[src/rtl/pwmgrp_pkg.sv]
package pwmgrp_pkg;
  // register slot layout per channel and global block
  localparam int unsigned SLOT     = 4;
  localparam int unsigned OFS_PRD  = 0;
  localparam int unsigned OFS_DTY  = 1;
  localparam int unsigned OFS_DT   = 2;
  localparam int unsigned OFS_CTL  = 3;
  localparam int unsigned GLB_MODE = 0;
  localparam int unsigned GLB_UPR  = 1;
  localparam int unsigned GLB_UNLK = 2;

  typedef enum logic [1:0] {
    UPD_LOCK     = 2'd0,
    UPD_PACE_A   = 2'd1,
    UPD_PACE_B   = 2'd2,
    UPD_LOCK_ALT = 2'd3
  } upd_mode_e;

  function automatic logic mode_paced(upd_mode_e m);
    return (m == UPD_PACE_A) || (m == UPD_PACE_B);
  endfunction
endpackage

[src/rtl/pwmgrp_chan.sv]
module pwmgrp_chan #(
  parameter int CW   = 8,
  parameter int DTW  = 4,
  parameter bit LEAD = 1'b0
) (
  input  logic            clk,
  input  logic            rst_n,
  input  logic            en_i,
  input  logic            sync_i,
  input  logic            paced_i,
  input  logic [CW-1:0]   cnt_ext_i,
  input  logic            lock_go_i,
  input  logic            pace_go_i,
  input  logic            wr_prd_i,
  input  logic            wr_dty_i,
  input  logic            wr_dt_i,
  input  logic [CW-1:0]   wdat_i,
  output logic [CW-1:0]   cnt_o,
  output logic            eop_o,
  output logic            hi_o,
  output logic            lo_o
);
  localparam int DTB = 2 * DTW;

  logic [CW-1:0]  prd_sh_q, prd_sh_n, dty_sh_q, dty_sh_n;
  logic [CW-1:0]  prd_act_q, prd_act_n, dty_act_q, dty_act_n;
  logic [DTB-1:0] dt_sh_q, dt_sh_n, dt_act_q, dt_act_n;
  logic [CW-1:0]  cnt_q, cnt_n, cnt_use;
  logic [DTW-1:0] dcnt_q, dcnt_n;
  logic           raw, raw_q;
  logic           run, eop_own, go_pd, go_dy;

  assign run     = en_i && (LEAD || !sync_i);
  assign eop_own = run && (cnt_q == prd_act_q - CW'(1));
  assign go_pd   = en_i && (sync_i ? lock_go_i : eop_own);
  assign go_dy   = en_i && (sync_i ? (paced_i ? pace_go_i : lock_go_i) : eop_own);
  assign cnt_use = (sync_i && !LEAD) ? cnt_ext_i : cnt_q;
  assign raw     = en_i && (cnt_use < dty_act_q);

  always_comb begin
    prd_sh_n  = wr_prd_i ? wdat_i : prd_sh_q;
    dty_sh_n  = wr_dty_i ? wdat_i : dty_sh_q;
    dt_sh_n   = wr_dt_i  ? wdat_i[DTB-1:0] : dt_sh_q;
    prd_act_n = prd_act_q;
    dty_act_n = dty_act_q;
    dt_act_n  = dt_act_q;
    if (!en_i && wr_prd_i)   prd_act_n = wdat_i;
    else if (go_pd)          prd_act_n = prd_sh_q;
    if (!en_i && wr_dt_i)    dt_act_n  = wdat_i[DTB-1:0];
    else if (go_pd)          dt_act_n  = dt_sh_q;
    if (!en_i && wr_dty_i)   dty_act_n = wdat_i;
    else if (go_dy)          dty_act_n = dty_sh_q;
    if (!run)                cnt_n = '0;
    else if (eop_own)        cnt_n = '0;
    else                     cnt_n = cnt_q + CW'(1);
    if (raw != raw_q)        dcnt_n = raw ? dt_act_q[DTW-1:0] : dt_act_q[DTB-1:DTW];
    else if (dcnt_q != '0)   dcnt_n = dcnt_q - DTW'(1);
    else                     dcnt_n = dcnt_q;
  end

  always_ff @(posedge clk or negedge rst_n) begin
    if (!rst_n) begin
      prd_sh_q  <= '0;
      dty_sh_q  <= '0;
      dt_sh_q   <= '0;
      prd_act_q <= '0;
      dty_act_q <= '0;
      dt_act_q  <= '0;
      cnt_q     <= '0;
      dcnt_q    <= '0;
      raw_q     <= 1'b0;
    end else begin
      prd_sh_q  <= prd_sh_n;
      dty_sh_q  <= dty_sh_n;
      dt_sh_q   <= dt_sh_n;
      prd_act_q <= prd_act_n;
      dty_act_q <= dty_act_n;
      dt_act_q  <= dt_act_n;
      cnt_q     <= cnt_n;
      dcnt_q    <= dcnt_n;
      raw_q     <= raw;
    end
  end

  assign cnt_o = cnt_q;
  assign eop_o = eop_own;
  assign hi_o  = en_i && raw_q  && (dcnt_q == '0);
  assign lo_o  = en_i && !raw_q && (dcnt_q == '0);

  // a running counter never reaches its active period
  p_cnt_bound_r1: assert property (@(posedge clk) disable iff (!rst_n)
    (run && prd_act_q != '0) |-> (cnt_q < prd_act_q));
  // free-running channel holds active settings between its ends of period
  p_async_hold_r5: assert property (@(posedge clk) disable iff (!rst_n)
    (en_i && !sync_i && !eop_own) |=>
      ($stable(prd_act_q) && $stable(dty_act_q) && $stable(dt_act_q)));
  // synchronous period and dead time move only on an unlocked transfer
  p_lock_hold_r7: assert property (@(posedge clk) disable iff (!rst_n)
    (en_i && sync_i && !lock_go_i) |=> ($stable(prd_act_q) && $stable(dt_act_q)));
  // paced duty moves only on a pacing instant
  p_pace_hold_r9: assert property (@(posedge clk) disable iff (!rst_n)
    (en_i && sync_i && paced_i && !pace_go_i) |=> $stable(dty_act_q));
endmodule

[src/rtl/pwmgrp_sync_ctl.sv]
module pwmgrp_sync_ctl #(
  parameter int UPW = 4
) (
  input  logic           clk,
  input  logic           rst_n,
  input  logic           eop0_i,
  input  logic           unlk_wr_i,
  input  logic           upr_wr_i,
  input  logic [UPW-1:0] upr_dat_i,
  output logic           lock_go_o,
  output logic           pace_go_o
);
  logic           unlk_q, unlk_n;
  logic [UPW-1:0] upr_q, upr_n, upc_q, upc_n;

  assign lock_go_o = eop0_i && unlk_q;
  assign pace_go_o = eop0_i && (upc_q == upr_q);

  always_comb begin
    upr_n = upr_wr_i ? upr_dat_i : upr_q;
    if (unlk_wr_i)      unlk_n = 1'b1;
    else if (lock_go_o) unlk_n = 1'b0;
    else                unlk_n = unlk_q;
    if (!eop0_i)        upc_n = upc_q;
    else if (pace_go_o) upc_n = '0;
    else                upc_n = upc_q + UPW'(1);
  end

  always_ff @(posedge clk or negedge rst_n) begin
    if (!rst_n) begin
      unlk_q <= 1'b0;
      upr_q  <= '0;
      upc_q  <= '0;
    end else begin
      unlk_q <= unlk_n;
      upr_q  <= upr_n;
      upc_q  <= upc_n;
    end
  end

  // unlock drops after the transfer it triggered
  p_unlock_clear_r8: assert property (@(posedge clk) disable iff (!rst_n)
    (lock_go_o && !unlk_wr_i) |=> !unlk_q);
  // pacing counter restarts after a pacing instant
  p_pace_reload_r9: assert property (@(posedge clk) disable iff (!rst_n)
    pace_go_o |=> (upc_q == '0));
  // pacing counter steps once per channel-0 end of period
  p_pace_step_r9: assert property (@(posedge clk) disable iff (!rst_n)
    (eop0_i && !pace_go_o) |=> (upc_q == $past(upc_q) + UPW'(1)));
endmodule

[src/rtl/pwmgrp_top.sv]
module pwmgrp_top
  import pwmgrp_pkg::*;
#(
  parameter  int NCH   = 4,
  parameter  int CW    = 8,
  parameter  int DTW   = 4,
  parameter  int UPW   = 4,
  localparam int GBASE = NCH * SLOT,
  localparam int AW    = $clog2(GBASE + 3)
) (
  input  logic           clk,
  input  logic           rst_n,
  input  logic           wr_en,
  input  logic [AW-1:0]  wr_addr,
  input  logic [CW-1:0]  wr_data,
  output logic [NCH-1:0] pwm_hi,
  output logic [NCH-1:0] pwm_lo
);
  logic [NCH-1:0] en_q, en_n, sync_q, sync_n;
  upd_mode_e      mode_q, mode_n;
  logic [CW-1:0]  cnt0;
  logic           eop0, lock_go, pace_go, paced;

  assign paced = mode_paced(mode_q);

  always_comb begin
    en_n   = en_q;
    sync_n = sync_q;
    mode_n = mode_q;
    for (int i = 0; i < NCH; i++) begin
      if (wr_en && wr_addr == AW'(i * SLOT + OFS_CTL)) begin
        en_n[i]   = wr_data[0];
        sync_n[i] = wr_data[1];
      end
    end
    if (wr_en && wr_addr == AW'(GBASE + GLB_MODE)) mode_n = upd_mode_e'(wr_data[1:0]);
  end

  always_ff @(posedge clk or negedge rst_n) begin
    if (!rst_n) begin
      en_q   <= '0;
      sync_q <= '0;
      mode_q <= UPD_LOCK;
    end else begin
      en_q   <= en_n;
      sync_q <= sync_n;
      mode_q <= mode_n;
    end
  end

  pwmgrp_sync_ctl #(.UPW(UPW)) u_sync (
    .clk       (clk),
    .rst_n     (rst_n),
    .eop0_i    (eop0),
    .unlk_wr_i (wr_en && wr_addr == AW'(GBASE + GLB_UNLK) && wr_data[0]),
    .upr_wr_i  (wr_en && wr_addr == AW'(GBASE + GLB_UPR)),
    .upr_dat_i (wr_data[UPW-1:0]),
    .lock_go_o (lock_go),
    .pace_go_o (pace_go)
  );

  for (genvar i = 0; i < NCH; i++) begin : g_ch
    logic wp, wd, wt;
    assign wp = wr_en && wr_addr == AW'(i * SLOT + OFS_PRD);
    assign wd = wr_en && wr_addr == AW'(i * SLOT + OFS_DTY);
    assign wt = wr_en && wr_addr == AW'(i * SLOT + OFS_DT);
    if (i == 0) begin : g_lead
      pwmgrp_chan #(.CW(CW), .DTW(DTW), .LEAD(1'b1)) u_ch (
        .clk(clk), .rst_n(rst_n), .en_i(en_q[i]), .sync_i(sync_q[i]), .paced_i(paced),
        .cnt_ext_i(cnt0), .lock_go_i(lock_go), .pace_go_i(pace_go),
        .wr_prd_i(wp), .wr_dty_i(wd), .wr_dt_i(wt), .wdat_i(wr_data),
        .cnt_o(cnt0), .eop_o(eop0), .hi_o(pwm_hi[i]), .lo_o(pwm_lo[i]));
    end else begin : g_follow
      logic [CW-1:0] cnt_unused;
      logic          eop_unused;
      pwmgrp_chan #(.CW(CW), .DTW(DTW), .LEAD(1'b0)) u_ch (
        .clk(clk), .rst_n(rst_n), .en_i(en_q[i]), .sync_i(sync_q[i]), .paced_i(paced),
        .cnt_ext_i(cnt0), .lock_go_i(lock_go), .pace_go_i(pace_go),
        .wr_prd_i(wp), .wr_dty_i(wd), .wr_dt_i(wt), .wdat_i(wr_data),
        .cnt_o(cnt_unused), .eop_o(eop_unused), .hi_o(pwm_hi[i]), .lo_o(pwm_lo[i]));
    end
  end

  // a disabled channel drives neither side
  p_off_quiet_r4: assert property (@(posedge clk) disable iff (!rst_n)
    ((pwm_hi | pwm_lo) & ~en_q) == '0);
endmodule

[config.mk]
export PLATFORM = sky130hd
export DESIGN_NAME = pwmgrp_top
export DESIGN_NICKNAME = d
export VERILOG_FILES = /design/src/rtl/pwmgrp_pkg.sv /design/src/rtl/pwmgrp_chan.sv /design/src/rtl/pwmgrp_sync_ctl.sv /design/src/rtl/pwmgrp_top.sv
export SDC_FILE = /design/constraint.sdc
export NUM_CORES = 1
export LEC_CHECK = 0
export BUFFER_PORTS_ARGS = -buffer_cell sky130_fd_sc_hd__buf_4
export CORE_MARGIN = 8
export CORE_UTILIZATION = 61
export DETAILED_ROUTE_END_ITERATION = 6
export GPL_TIMING_DRIVEN = 0
export PLACE_DENSITY_LB_ADDON = 0.15
export SYNTH_ARGS = -nofsm -noshare
export SYNTH_HDL_FRONTEND = slang
export SYNTH_SLANG_ARGS = --single-unit
[constraint.sdc]
create_clock -name clk -period 3.91 [get_ports clk]
set_clock_uncertainty 0.05 [all_clocks]
set_input_delay 0.782 -clock clk [delete_from_list [all_inputs] [get_ports clk]]
set_output_delay 0.782 -clock clk [all_outputs]
set_load 0.02 [all_outputs]
======== Word-level counts from Yosys, hierarchy flattened ========
Cells that the tools add are included.
cells by class
  $add $sub $neg .......................... 13
  reductions and logical operators ........ 107
  equality and inequality tests ........... 29
  mux-type cells .......................... 59
  magnitude comparators ................... 4
operators with widths
  cell                   count
  $mux W8                35
  $logic_and A1 B1 Y1    69
  $mux W4                13
  $eq A5 B4 Y1 const B   8
  $reduce_bool A2 Y1     17
  $add A8 B1 Y8 const B  4
  $eq A8 B8 Y1           4
  $lt A8 B8 Y1           4
  $sub A8 B1 Y8 const B  4
  $eq A5 B3 Y1 const B   4
  $logic_not A4 Y1       4
  $reduce_bool A4 Y1     4
  $sub A4 B1 Y4 const B  4
  $eq A5 B5 Y1 const B   3
  $logic_not A1 Y1       11
  $mux W1                11
  $eq A5 B2 Y1 const B   2
  $eq A5 B1 Y1 const B   1
  $logic_not A5 Y1       1
  $add A4 B1 Y4 const B  1
  $eq A4 B4 Y1           1
  $ne A1 B1 Y1           4
  $eq A2 B1 Y1 const B   1
  $eq A2 B2 Y1 const B   1
  $logic_or A1 B1 Y1     1
word-level totals
  register bits after elaboration ......... 263

======== Longest topological paths before layout ========
Gate-level depths: netlist of the first run.
  word-level depth ........................ 9
  mapped depth ............................ 12

======== Modules after synthesis ========
From an unflattened synthesis of the first run, not the netlist that was laid out.
second synthesis, totals
  cells, all modules ...................... 1,281
  area, all modules ....................... 14,652.8 sq um
modules (own cells, without submodules)
  module                                   instances  seq. area each (sq um)  cells each  area each (sq um)
  pwmgrp_chan (g_ch[1].g_follow.u_ch ...)  2          1,526.5                 291         3,387.0
  pwmgrp_chan (g_ch[0].g_lead.u_ch)        1          1,526.5                 319         3,462.1
  pwmgrp_chan (g_ch[3].g_follow.u_ch)      1          1,526.5                 292         3,434.5
  pwmgrp_top                               1          250.2                   51          546.8
  pwmgrp_sync_ctl                          1          225.2                   37          435.4

======== Worst setup path before layout of the first run ========
OpenSTA, ideal clock, no wires.
  path type ............................... flip-flop to flip-flop
  start ................................... reg sync_q[1]
  end ..................................... reg g_ch[1].g_follow.u_ch.dcnt_q[2]
  path slack .............................. 0.961 ns
  cell stages (with the launch flop) ...... 11
  library setup time ...................... 0.131 ns
  arrival time ............................ 2.768 ns
  buffers on the path ..................... 2
  required time ........................... 3.729 ns
  path through ............................ dfrtp_1 -> buf_1 -> mux2_2 -> ha_1 -> a21o_1 -> a21o_1 -> a21oi_1 -> o21a_1 -> clkbuf_1 -> mux2i_1 -> or3_1
on the way
  word-level cells in the longest chain between the ends .. 5
  elaborated cells between the ends (all ways) .. 7
  classes of those cells .................. 1 x order compare; 1 x eq/ne; 3 x mux; 2 x reduce/logical
ends and longest elaborated chain
  what                                           line               RTL
  start, declared                                pwmgrp_top.sv:19   logic [NCH-1:0] en_q, en_n, sync_q, sync_n;
  start signal, assigned                         pwmgrp_top.sv:46   sync_q <= sync_n;
  $mux W8 (*)                                    pwmgrp_chan.sv:37  assign cnt_use = (sync_i && !LEAD) ? cnt_ext_i : cnt_q;
  $lt A8 B8 Y1 (*)                               pwmgrp_chan.sv:38  assign raw = en_i && (cnt_use < dty_act_q);
  $logic_and A1 B1 Y1 (*)                        pwmgrp_chan.sv:38
  $mux W4 or $ne A1 B1 Y1 (tied branches)        pwmgrp_chan.sv:56  if (raw != raw_q) dcnt_n = raw ? dt_act_q[DTW-1:0] : dt_act_q[DTB-1:DTW];
  $mux W4 or $reduce_bool A2 Y1 (tied branches)  --
  end signal, assigned                           pwmgrp_chan.sv:80  dcnt_q <= dcnt_n;
  end, declared                                  pwmgrp_chan.sv:29  logic [DTW-1:0] dcnt_q, dcnt_n;
Mark *: on every way between the ends. The rest lies on a longest branch, timed or not.
A chain may end at the register's enable or synchronous reset.

======== Worst setup path in the final report of the first run ========
  start ................................... reg g_ch[0].g_lead.u_ch.cnt_q[3]
  end ..................................... reg g_ch[3].g_follow.u_ch.dt_act_q[4]
on the way
  word-level cells in the longest chain between the ends .. 6
ends and longest elaborated chain
  what                          line                   RTL
  start, declared               pwmgrp_chan.sv:28      logic [CW-1:0] cnt_q, cnt_n, cnt_use;
  start signal, assigned        pwmgrp_chan.sv:79      cnt_q <= cnt_n;
  $eq A8 B8 Y1                  pwmgrp_chan.sv:34      assign eop_own = run && (cnt_q == prd_act_q - CW'(1));
  $logic_and A1 B1 Y1           pwmgrp_chan.sv:34
  $logic_and A1 B1 Y1           pwmgrp_sync_ctl.sv:16  assign lock_go_o = eop0_i && unlk_q;
  $mux W1                       pwmgrp_chan.sv:35      assign go_pd = en_i && (sync_i ? lock_go_i : eop_own);
  $logic_and A1 B1 Y1           pwmgrp_chan.sv:35
  $reduce_bool A2 Y1 (no line)  --
  end signal, assigned          pwmgrp_chan.sv:78      dt_act_q <= dt_act_n;
  end, declared                 pwmgrp_chan.sv:27      logic [DTB-1:0] dt_sh_q, dt_sh_n, dt_act_q, dt_act_n;
Every way passes these cells.

==> results.md, run 1 <==
* Post-Syn Area per Cell at 10.1 um^2
* Grt ovf at 0
* Asr flop ratio synth at 100%
* Max Cap Viol at 0
* Synth Register Bits at 263
* Synthesized netlist cell count at 1441
* Overall power at 0.00940 W
* CP max FO at 10
* Post-synth EDFFs at 0
* Initial core utilization at 62.2%
* Tmin final at 3490 ps
* First-pass GRT wire length at 59700 um
* Outcome: complete, no violations
* Post-CTS setup buffers at 0
* Met1 usage at 35.2%
* Worst slew pin tran at 1210 ps
* Critical Path Sink Type: flip-flop
* Sequential-to-total area share from yosys stat at 45.1%
* Yosys warns at 0
* Vias at 11316
* Met3 usage at 4.22%
* Die H at 171 um
* Post_cts resized at 0
* Layout cell share with drive strength beyond 1 at 12.7%
* Gr busiest metal: met2
* Post-route ant nets at 0
* CTS tree: built
* Finish-stage setup viols at 0
* Vias in the first global route at 11281
* WP data arrival at 3920 ps
* Startpoint types: flip-flop
* P&R area growth vs syn at 10.4%
* Post-Syn Area at 0.0146 mm^2
* Die ar. at 0.0291 mm^2
* All-Layer GR Usage at 25.6%
* Grt met2 use at 41.6%
* Core area at 0.0235 mm^2
* Kind of critical path: reg2reg
* Dpl hpwl at 24600 um
* Initial DRT Pass Iterations at 5
* Synth top area cells: dfrtp_1, mux2_2, mux2i_1, ha_1, nand2_1
* CTS Hold Buffers Added at 0
* Max Root-Sink Buffers at 3
* CTS Sinks at 263
* Largest net degree at the start of global routing at 97
* Commonest non-fill, non-tap cell in the layout: dfrtp_1
* Vias per std cell at 6.19
* Most frequent cells in the layout: dfrtp_1, nand2_1, nor2_1
* Fillers at 1835
* Fmax at 0.287 GHz
* Inserted Clock Buffers at 29
* IO Port Bufs at 16
* CTS clk-pin slew, worst paths at 60 ps
* I/O pin total at 24
* Routed WL at 36700 um
* Residual DRC at 0
* Nets at 1547
* Final Hold Fails at 0
* Worst min-delay path category: in2async
* Area occupied by multi-input gates at 0.00737 mm^2
* Net Count, Synth at 1498
* Slew margin rel. at 18.8%
* Register area at 0.00658 mm^2
* Worst-Skew Late Latency at 550 ps
* Yosys top cell area share at 45.1%
* RSZ-0062 raised after global routing: false
* Fin. max-slew vios at 0
* H-tree levels at 1
* Distinct cells, synth at 78
* Peak VDD IR at 0.000347 V
* Yosys top cell by area: dfrtp_1
* Final hold slack at 120 ps
* CP required at 4340 ps
* Power per cell area at 583 mW/mm^2
* Fin crit share at 89.2%
* Chip width at 171 um
* Gp weighted congestion at 0.873
* Post-DR wirelength/cell at 20.1 um
* DRT iter0 DRCs at 1053
* Leak pwr at 7.77 nW
* # rows at 56
* Post-synth top flop: dfrtp_1
* Initial antenna violation count at 0
* Root Buffer: clkbuf_16
## stage by stage
stage	cells	cell area (um^2)	setup TNS (ps)	setup WS (ps)	util [%]
CTS	1825	16100	0	205	68.6
floorplan	1441	14600	0	961	-
finish	1827	16100	0	421	68.7
global route	1825	16100	0	207	68.7
detailed placement	1778	15200	-1680	-244	64.7
global placement	1776	15100	-41320	-244	64.4
## layer usage
metal  up-vias  part of all wire (%)
li1       5246                     -
met1      5655                    45
met2       347                    46
met3        68                   6.4
met4         0                   2.5
met5         -                     0
## path summary, 6_finish.rpt
path                       cells past startpoint  slack [ps]                             start                                 end
max reg2reg                                    9         420      g_ch[0].g_lead.u_ch.cnt_o[3]   g_ch[3].g_follow.u_ch.dt_act_q[4]
max                                            9         420      g_ch[0].g_lead.u_ch.cnt_o[3]   g_ch[3].g_follow.u_ch.dt_act_q[4]
min in group clk                               1         420  g_ch[3].g_follow.u_ch.dt_sh_q[3]    g_ch[3].g_follow.u_ch.dt_sh_q[3]
max in group asynchronous                      3        2350                             rst_n  g_ch[3].g_follow.u_ch.dty_act_q[6]
min reg2reg                                    1         420  g_ch[3].g_follow.u_ch.dt_sh_q[3]    g_ch[3].g_follow.u_ch.dt_sh_q[3]
min                                            1         120                             rst_n     g_ch[2].g_follow.u_ch.dcnt_q[2]
## sequential cells by signal (all words and copies together) (netlist names)
name and cells:
g_ch.g_lead.u_ch.prd_sh_q 8, g_ch.g_follow.u_ch.dt_act_q 24, g_ch.g_lead.u_ch.dty_act_q 8, sync_q 4, g_ch.g_lead.u_ch.dty_sh_q 8, g_ch.g_lead.u_ch.cnt_o 8
g_ch.g_lead.u_ch.prd_act_q 8, g_ch.g_follow.u_ch.cnt_o 24, g_ch.g_follow.u_ch.prd_act_q 24, u_sync.upc_q 4, g_ch.g_follow.u_ch.raw_q 3, g_ch.g_lead.u_ch.dcnt_q 4
g_ch.g_follow.u_ch.dty_sh_q 24, g_ch.g_lead.u_ch.dt_sh_q 8, u_sync.unlk_q 1, en_q 4, mode_q 2, g_ch.g_lead.u_ch.raw_q 1
g_ch.g_lead.u_ch.dt_act_q 8, g_ch.g_follow.u_ch.dty_act_q 24, u_sync.upr_q 4, g_ch.g_follow.u_ch.dt_sh_q 24, g_ch.g_follow.u_ch.dcnt_q 12, g_ch.g_follow.u_ch.prd_sh_q 24
## cell families (layout without fill, tap and decap cells)
logic type                 Yosys count  in the layout  synth area share [%]
muxes                              164            164                  12.2
xor gates and xnor gates            74             74                  4.44
AOI/OAI and AO/OA                  310            310                  15.2
DFF                                263            263                  45.1
other                                0              2                     0
and+or+nand+nor                    432            432                  15.1
adders and majority gates           41             41                  3.51
buffers and inverters              157            222                  4.44
## report_power, final
group	internal [W]	total [W]	switching [W]
Combinational	0.00124	0.00266	0.00142
Sequential	0.00341	0.00403	0.000623
Clock	0.00162	0.00271	0.00108
## area by class of cell
class | count | share of cell area, %
flip-flops and latches | 263 | 40.8
diodes | 2 | 0.0310
multi-input cells | 1021 | 45.7
clock buffers | 42 | 5.30
repair buffers | 18 | 1.13
inverters | 65 | 1.51
clock inverters | 5 | 0.489
plain buffers | 92 | 2.51
well taps | 319 | 2.48
## synthesized netlist by cell type, types with 7 or more instances
cell type  count
a211oi_1      39
a21o_1        44
a21oi_1       60
a221o_1       22
a31oi_1       18
and2_1        21
and3_1        32
buf_4         10
clkbuf_1      71
dfrtp_1      263
ha_1          41
inv_1         65
mux2_2        84
mux2i_1       77
nand2_1      122
nand2b_1      21
nand3_1       50
nand3b_1       7
nand4_1        8
nor2_1        91
nor2b_1       18
nor3_1        16
nor3b_1        9
o211ai_1       9
o21ai_0       65
xnor2_1       38
xor2_1        36
## critical path, stage by stage (launching register included)
cell,delay [ps]
dfrtp_1,360
clkbuf_1,470
xnor2_1,210
o211ai_1,120
a211oi_1,250
o2111a_1,550
buf_2,370
nand3_1,110
o21ai_1,660
a221o_1,270
No activity file was read; power rests on OpenSTA's default activity.
==> run 2: changes to the inputs <==
--- a/config.mk
+++ b/config.mk
@@ -10,6 +10,7 @@
 export CORE_UTILIZATION = 61
 export DETAILED_ROUTE_END_ITERATION = 6
 export GPL_TIMING_DRIVEN = 0
+export MAX_ROUTING_LAYER = met4
 export PLACE_DENSITY_LB_ADDON = 0.15
 export SYNTH_ARGS = -nofsm -noshare
 export SYNTH_HDL_FRONTEND = slang
==> run 2 against run 1 <==
Effect of this change:
- register-to-register slack about the same
- final cell count did not move
- largest cell class unchanged
- hold slack better by 15 ps
- critical path depth did not move
- combinational power hardly changed
- largest power group unchanged
- critical endpoint unchanged
- setup slack lost 12 ps
- first-iteration DRC count grew 4.7%
- clock-buffer cell count unchanged
- die area stayed put
==> results.md, run 2 (synthesis results as in run 1) <==
* Fmax at 0.286 GHz
* Gp weighted congestion at 0.886
* Worst slew pin tran at 1220 ps
* Tmin final at 3500 ps
* Vias per std cell at 6.20
* H-tree levels at 1
* Vias at 11321
* P&R area growth vs syn at 10.4%
* DRT iter0 DRCs at 1103
* Finish-stage setup viols at 0
* Final instance area at 0.0161 mm^2
* Worst-Skew Late Latency at 550 ps
* Fin crit share at 89.5%
* Fin cells at 1827
* Flop pwr share at 43.0%
* Post-DP Area at 0.0152 mm^2
* I/O pin total at 24
* Chip width at 171 um
* Leak pwr at 7.77 nW
* Overall power at 0.00939 W
* Post-route ant nets at 0
* Kind of critical path: reg2reg
* Startpoint types: flip-flop
* First-pass GRT wire length at 59800 um
* Die ar. at 0.0291 mm^2
* CTS Sinks at 263
* Power per cell area at 582 mW/mm^2
* Final Hold Fails at 0
* Final Core Density at 68.7%
* Sw power at 0.00311 W
* Post_cts resized at 0
* Outcome: complete, no violations
* # rows at 56
* Die H at 171 um
* Grt ovf at 0
* Initial core utilization at 62.2%
* WP data arrival at 3930 ps
* Routed WL at 36700 um
* Fin. max-slew vios at 0
* Layout cell share with drive strength beyond 1 at 12.7%
* CTS tree: built
* Max Root-Sink Buffers at 3
* Nets at 1547
* CTS clk-pin slew, worst paths at 60 ps
* Largest net degree at the start of global routing at 97
* Post-CTS setup buffers at 0
* Logic pwr share at 28.3%
* Worst min-delay path category: in2async
* IO Port Bufs at 16
* Critical Path Sink Type: flip-flop
* Post-DR wirelength/cell at 20.1 um
* Sw Ratio at 33.2%
* All-Layer GR Usage at 26.4%
* Max Cap Viol at 0
* CTS Hold Buffers Added at 0
* Inserted Clock Buffers at 29
* Clock power share at 28.7%
* Internal Power at 0.00627 W
* Core area at 0.0235 mm^2
* Vias in the first global route at 11278
* RSZ-0062 raised after global routing: false
* Commonest non-fill, non-tap cell in the layout: dfrtp_1
* Most frequent cells in the layout: dfrtp_1, nand2_1, nor2_1
* Root Buffer: clkbuf_16
* Peak VDD IR at 0.000346 V
* Residual DRC at 0
* Dpl hpwl at 24600 um
* CP max FO at 10
* Initial antenna violation count at 1
* Fillers at 1836
* Dpl cells at 1778
* Initial DRT Pass Iterations at 5
* Slew margin rel. at 18.1%
* CP required at 4340 ps
==> run 2: final cells by class <==
type	instances	area, um^2	share of cell area (%)
inverters	65	244	1.51
well taps	319	399	2.48
clock inverters	5	78.8	0.489
diodes	2	5.00	0.0310
flip-flops and latches	263	6580	40.8
repair buffers	18	183	1.13
multi-input cells	1021	7370	45.7
plain buffers	92	404	2.51
clock buffers	42	855	5.30
==> run 2: worst max-delay path, cell delays in order, from the launching register on <==
cell	delay, ps
dfrtp_1	360
clkbuf_1	490
xnor2_1	210
o211ai_1	120
a211oi_1	250
o2111a_1	550
buf_2	370
nand3_1	110
o21ai_1	650
a221o_1	270
==> run 2: metrics by stage <==
stage | worst slack, ps | setup TNS (ps) | hold slack, ps
finish | 409 | 0 | 135
global route | 207 | 0 | 187
CTS | 205 | 0 | 163
detailed placement | -244 | -1680 | 412
global placement | -244 | -41320 | 402
floorplan | 961 | 0 | 392
==> run 2: path summary, 6_finish.rpt <==
kind | from | to | slack (ps) | depth (start not counted)
min in group clk | g_ch[3].g_follow.u_ch.prd_sh_q[5] | g_ch[3].g_follow.u_ch.prd_sh_q[5] | 420 | 1
min | rst_n | g_ch[2].g_follow.u_ch.dcnt_q[2] | 140 | 1
max in group asynchronous | rst_n | g_ch[1].g_follow.u_ch.raw_q | 2340 | 3
min reg2reg | g_ch[3].g_follow.u_ch.prd_sh_q[5] | g_ch[3].g_follow.u_ch.prd_sh_q[5] | 420 | 1
max reg2reg | g_ch[0].g_lead.u_ch.cnt_o[3] | g_ch[3].g_follow.u_ch.dt_act_q[4] | 410 | 9
max | g_ch[0].g_lead.u_ch.cnt_o[3] | g_ch[3].g_follow.u_ch.dt_act_q[4] | 410 | 9
==> run 2: power groups by stage <==
stage | combinational (W) | sequential, W | clock, W
2_1_floorplan | 0.00210 | 0.00385 | 0
3_3_place_gp | 0.00250 | 0.00402 | 0
3_5_place_dp | 0.00263 | 0.00405 | 0
4_1_cts | 0.00266 | 0.00402 | 0.00273
5_1_grt | 0.00299 | 0.00412 | 0.00285
6_report | 0.00266 | 0.00403 | 0.00269
==> run 2: layer usage <==
metal  wire length [um]  up-vias  GRT usage [%]
li1                   -     5247              -
met1              16400     5657           35.3
met4                870        0           6.98
met3               2190       64           4.29
met2              17200      353           41.5
met5                  0        -              -
==> run 3: changes to the inputs <==
--- a/config.mk
+++ b/config.mk
@@ -12,6 +12,7 @@
 export GPL_TIMING_DRIVEN = 0
 export MAX_ROUTING_LAYER = met4
 export PLACE_DENSITY_LB_ADDON = 0.15
+export REMOVE_ABC_BUFFERS = 1
 export SYNTH_ARGS = -nofsm -noshare
 export SYNTH_HDL_FRONTEND = slang
 export SYNTH_SLANG_ARGS = --single-unit
==> run 3 against run 2 <==
Effect of this change:
- core utilization fell by 1.7 points
- via count fell by 5.3%
- largest cell class unchanged
- largest power group unchanged
- power fell by 3.9%
- wire length decreased by 10%
- hold slack worse by 11 ps
- die area is the same
==> results.md, run 3 (synthesis results as in run 1) <==
* CTS clk-pin slew, worst paths at 60 ps
* Final hold slack at 125 ps
* Critical Path Sink Type: flip-flop
* Inserted Clock Buffers at 28
* Routed WL at 32900 um
* Most frequent cells in the layout: dfrtp_1, nand2_1, nor2_1
* Area occupied by multi-input gates at 0.00737 mm^2
* All-Layer GR Usage at 23.9%
* Largest net degree at the start of global routing at 123
* Die H at 171 um
* Logic pwr share at 26.5%
* P&R area growth vs syn at 7.67%
* Fin. max-slew vios at 0
* Sw Ratio at 33.0%
* Worst path slowest cell: dfrtp_2
* Initial DRT Pass Iterations at 5
* WP data arrival at 3990 ps
* CTS Sinks at 263
* Worst-path cell chain: nor2b_1 -> o211ai_1 -> a2111oi_0 -> nand4_1 -> and3_1 -> a221o_1
* H-tree levels at 1
* Initial core utilization at 62.2%
* Fillers at 1881
* Max Root-Sink Buffers at 3
* DRT iter0 DRCs at 776
* Residual DRC at 0
* Outcome: complete, no violations
* Kind of critical path: reg2reg
* Setup TNS at 0 ps
* Startpoint types: flip-flop
* I/O pin total at 24
* CP required at 4270 ps
* Internal Power at 0.00604 W
* Fin crit share at 92.7%
* Nets at 1462
* Worst slew pin tran at 1330 ps
* Post-DR wirelength/cell at 18.9 um
* Worst-Skew Late Latency at 550 ps
* Worst path max stage delay at 750 ps
* Root Buffer: clkbuf_16
* RR Startpoint: en_q[3]
* Leak pwr at 7.59 nW
* First-pass GRT wire length at 54800 um
* RSZ-0062 raised after global routing: false
* Peak VDD IR at 0.000381 V
* Sw power at 0.00298 W
* Flop pwr share at 45.8%
* R2r endpoint: g_ch[3].g_follow.u_ch.dt_act_q[2]
* Tmin final at 3630 ps
* Chip width at 171 um
* Post-CTS setup buffers at 0
* Fmax at 0.276 GHz
* # rows at 56
* Vias at 10719
* Gp weighted congestion at 0.804
* Vias per std cell at 6.14
* Path depth of the worst reg2reg path at 6
* IO Port Bufs at 23
* Max Cap Viol at 0
* Finish-stage setup viols at 0
* CTS tree: built
* Commonest non-fill, non-tap cell in the layout: dfrtp_1
* Core area at 0.0235 mm^2
* Post-route ant nets at 0
* Register area at 0.00658 mm^2
* Internal reg-to-reg setup slack at 280 ps
* Power per cell area at 574 mW/mm^2
* Dpl hpwl at 21100 um
* CTS Hold Buffers Added at 0
* Die ar. at 0.0291 mm^2
* Vias in the first global route at 10443
* Clock power share at 27.7%
* Grt ovf at 0
* Slew margin rel. at 11.1%
* Initial antenna violation count at 1
* CP max FO at 32
* Layout cell share with drive strength beyond 1 at 12.8%
* Worst min-delay path category: in2async
* Final Hold Fails at 0
[run 3: cell types whose count changed in the layout (fill, tap and decap cells not counted), moves of 2 or more]
cell,change
buf_4,-3
clkinv_2,+2
buf_2,-4
clkbuf_8,-2
bufinv_16,-2
clkbuf_1,-66
buf_1,-4
[run 3: area by class of cell]
type	instances	area share (%)
multi-input combinational	1021	46.9
clock buffer	44	5.22
timing repair buffer	26	1.57
sequential	263	41.9
tap	319	2.54
antenna	2	0.0318
inverter	65	1.55
clock inverter	6	0.287
[run 3: what timing repair did]
action / CTS / global route
gates resized for setup: 0 / 2
endpoints found under the hold margin: 0 / 0
setup endpoints to repair: 0 / 31
[run 3: worst max-delay path by stage]
stage / from / endpoint / slack (ps) / cells past startpoint
after floorplan: wr_addr[4] / g_ch[0].g_lead.u_ch.dt_act_q[0] / 800 / 5
final: en_q[3] / g_ch[3].g_follow.u_ch.dt_act_q[2] / 280 / 6
after global routing: g_ch[2].g_follow.u_ch.prd_act_q[0] / g_ch[2].g_follow.u_ch.prd_act_q[2] / 30 / 9
after global placement: wr_addr[4] / g_ch[0].g_lead.u_ch.dt_act_q[2] / -1160 / 6
after detailed placement: en_q[3] / g_ch[3].g_follow.u_ch.dt_act_q[2] / 60 / 6
after CTS: en_q[3] / g_ch[3].g_follow.u_ch.dt_act_q[2] / 50 / 6
[run 3: power groups by stage]
stage / Sequential [W] / Clock [W] / Combinational [W]
after global placement: 0.00413 / 0 / 0.00228
after global routing: 0.00425 / 0.00266 / 0.00271
final: 0.00413 / 0.00250 / 0.00239
after floorplan: 0.00394 / 0 / 0.00194
after CTS: 0.00413 / 0.00255 / 0.00240
after detailed placement: 0.00417 / 0 / 0.00239
[run 3: per-stage QoR]
stage	std cells	util [%]	power, W	worst slack (ps)	cell area [um^2]
floorplan	1349	-	0.00588	801	14200
global placement	1691	62.9	0.00641	-1160	14800
detailed placement	1694	63.2	0.00656	59.7	14800
CTS	1744	66.9	0.00908	45.0	15700
global route	1745	67.0	0.00963	31.6	15700
finish	1746	67.0	0.00902	284	15700
[run 3: critical path: cells and delay by family (launching register included)]
family | cells | cell delay, ps
AND/OR/NAND/NOR | 3 | 1590
AO/OA/AOI/OAI | 3 | 1110
flip-flops | 1 | 750
[run 3: layer usage]
metal | vias up | part of all wire (%) | wire length [um] | GRT usage (%)
li1 | 5086 | - | - | -
met1 | 5378 | 47 | 15500 | 32.3
met2 | 207 | 47 | 15400 | 38.1
met3 | 48 | 3.8 | 1270 | 2.70
met4 | 0 | 2.3 | 743 | 6.29
met5 | - | 0 | 0 | -
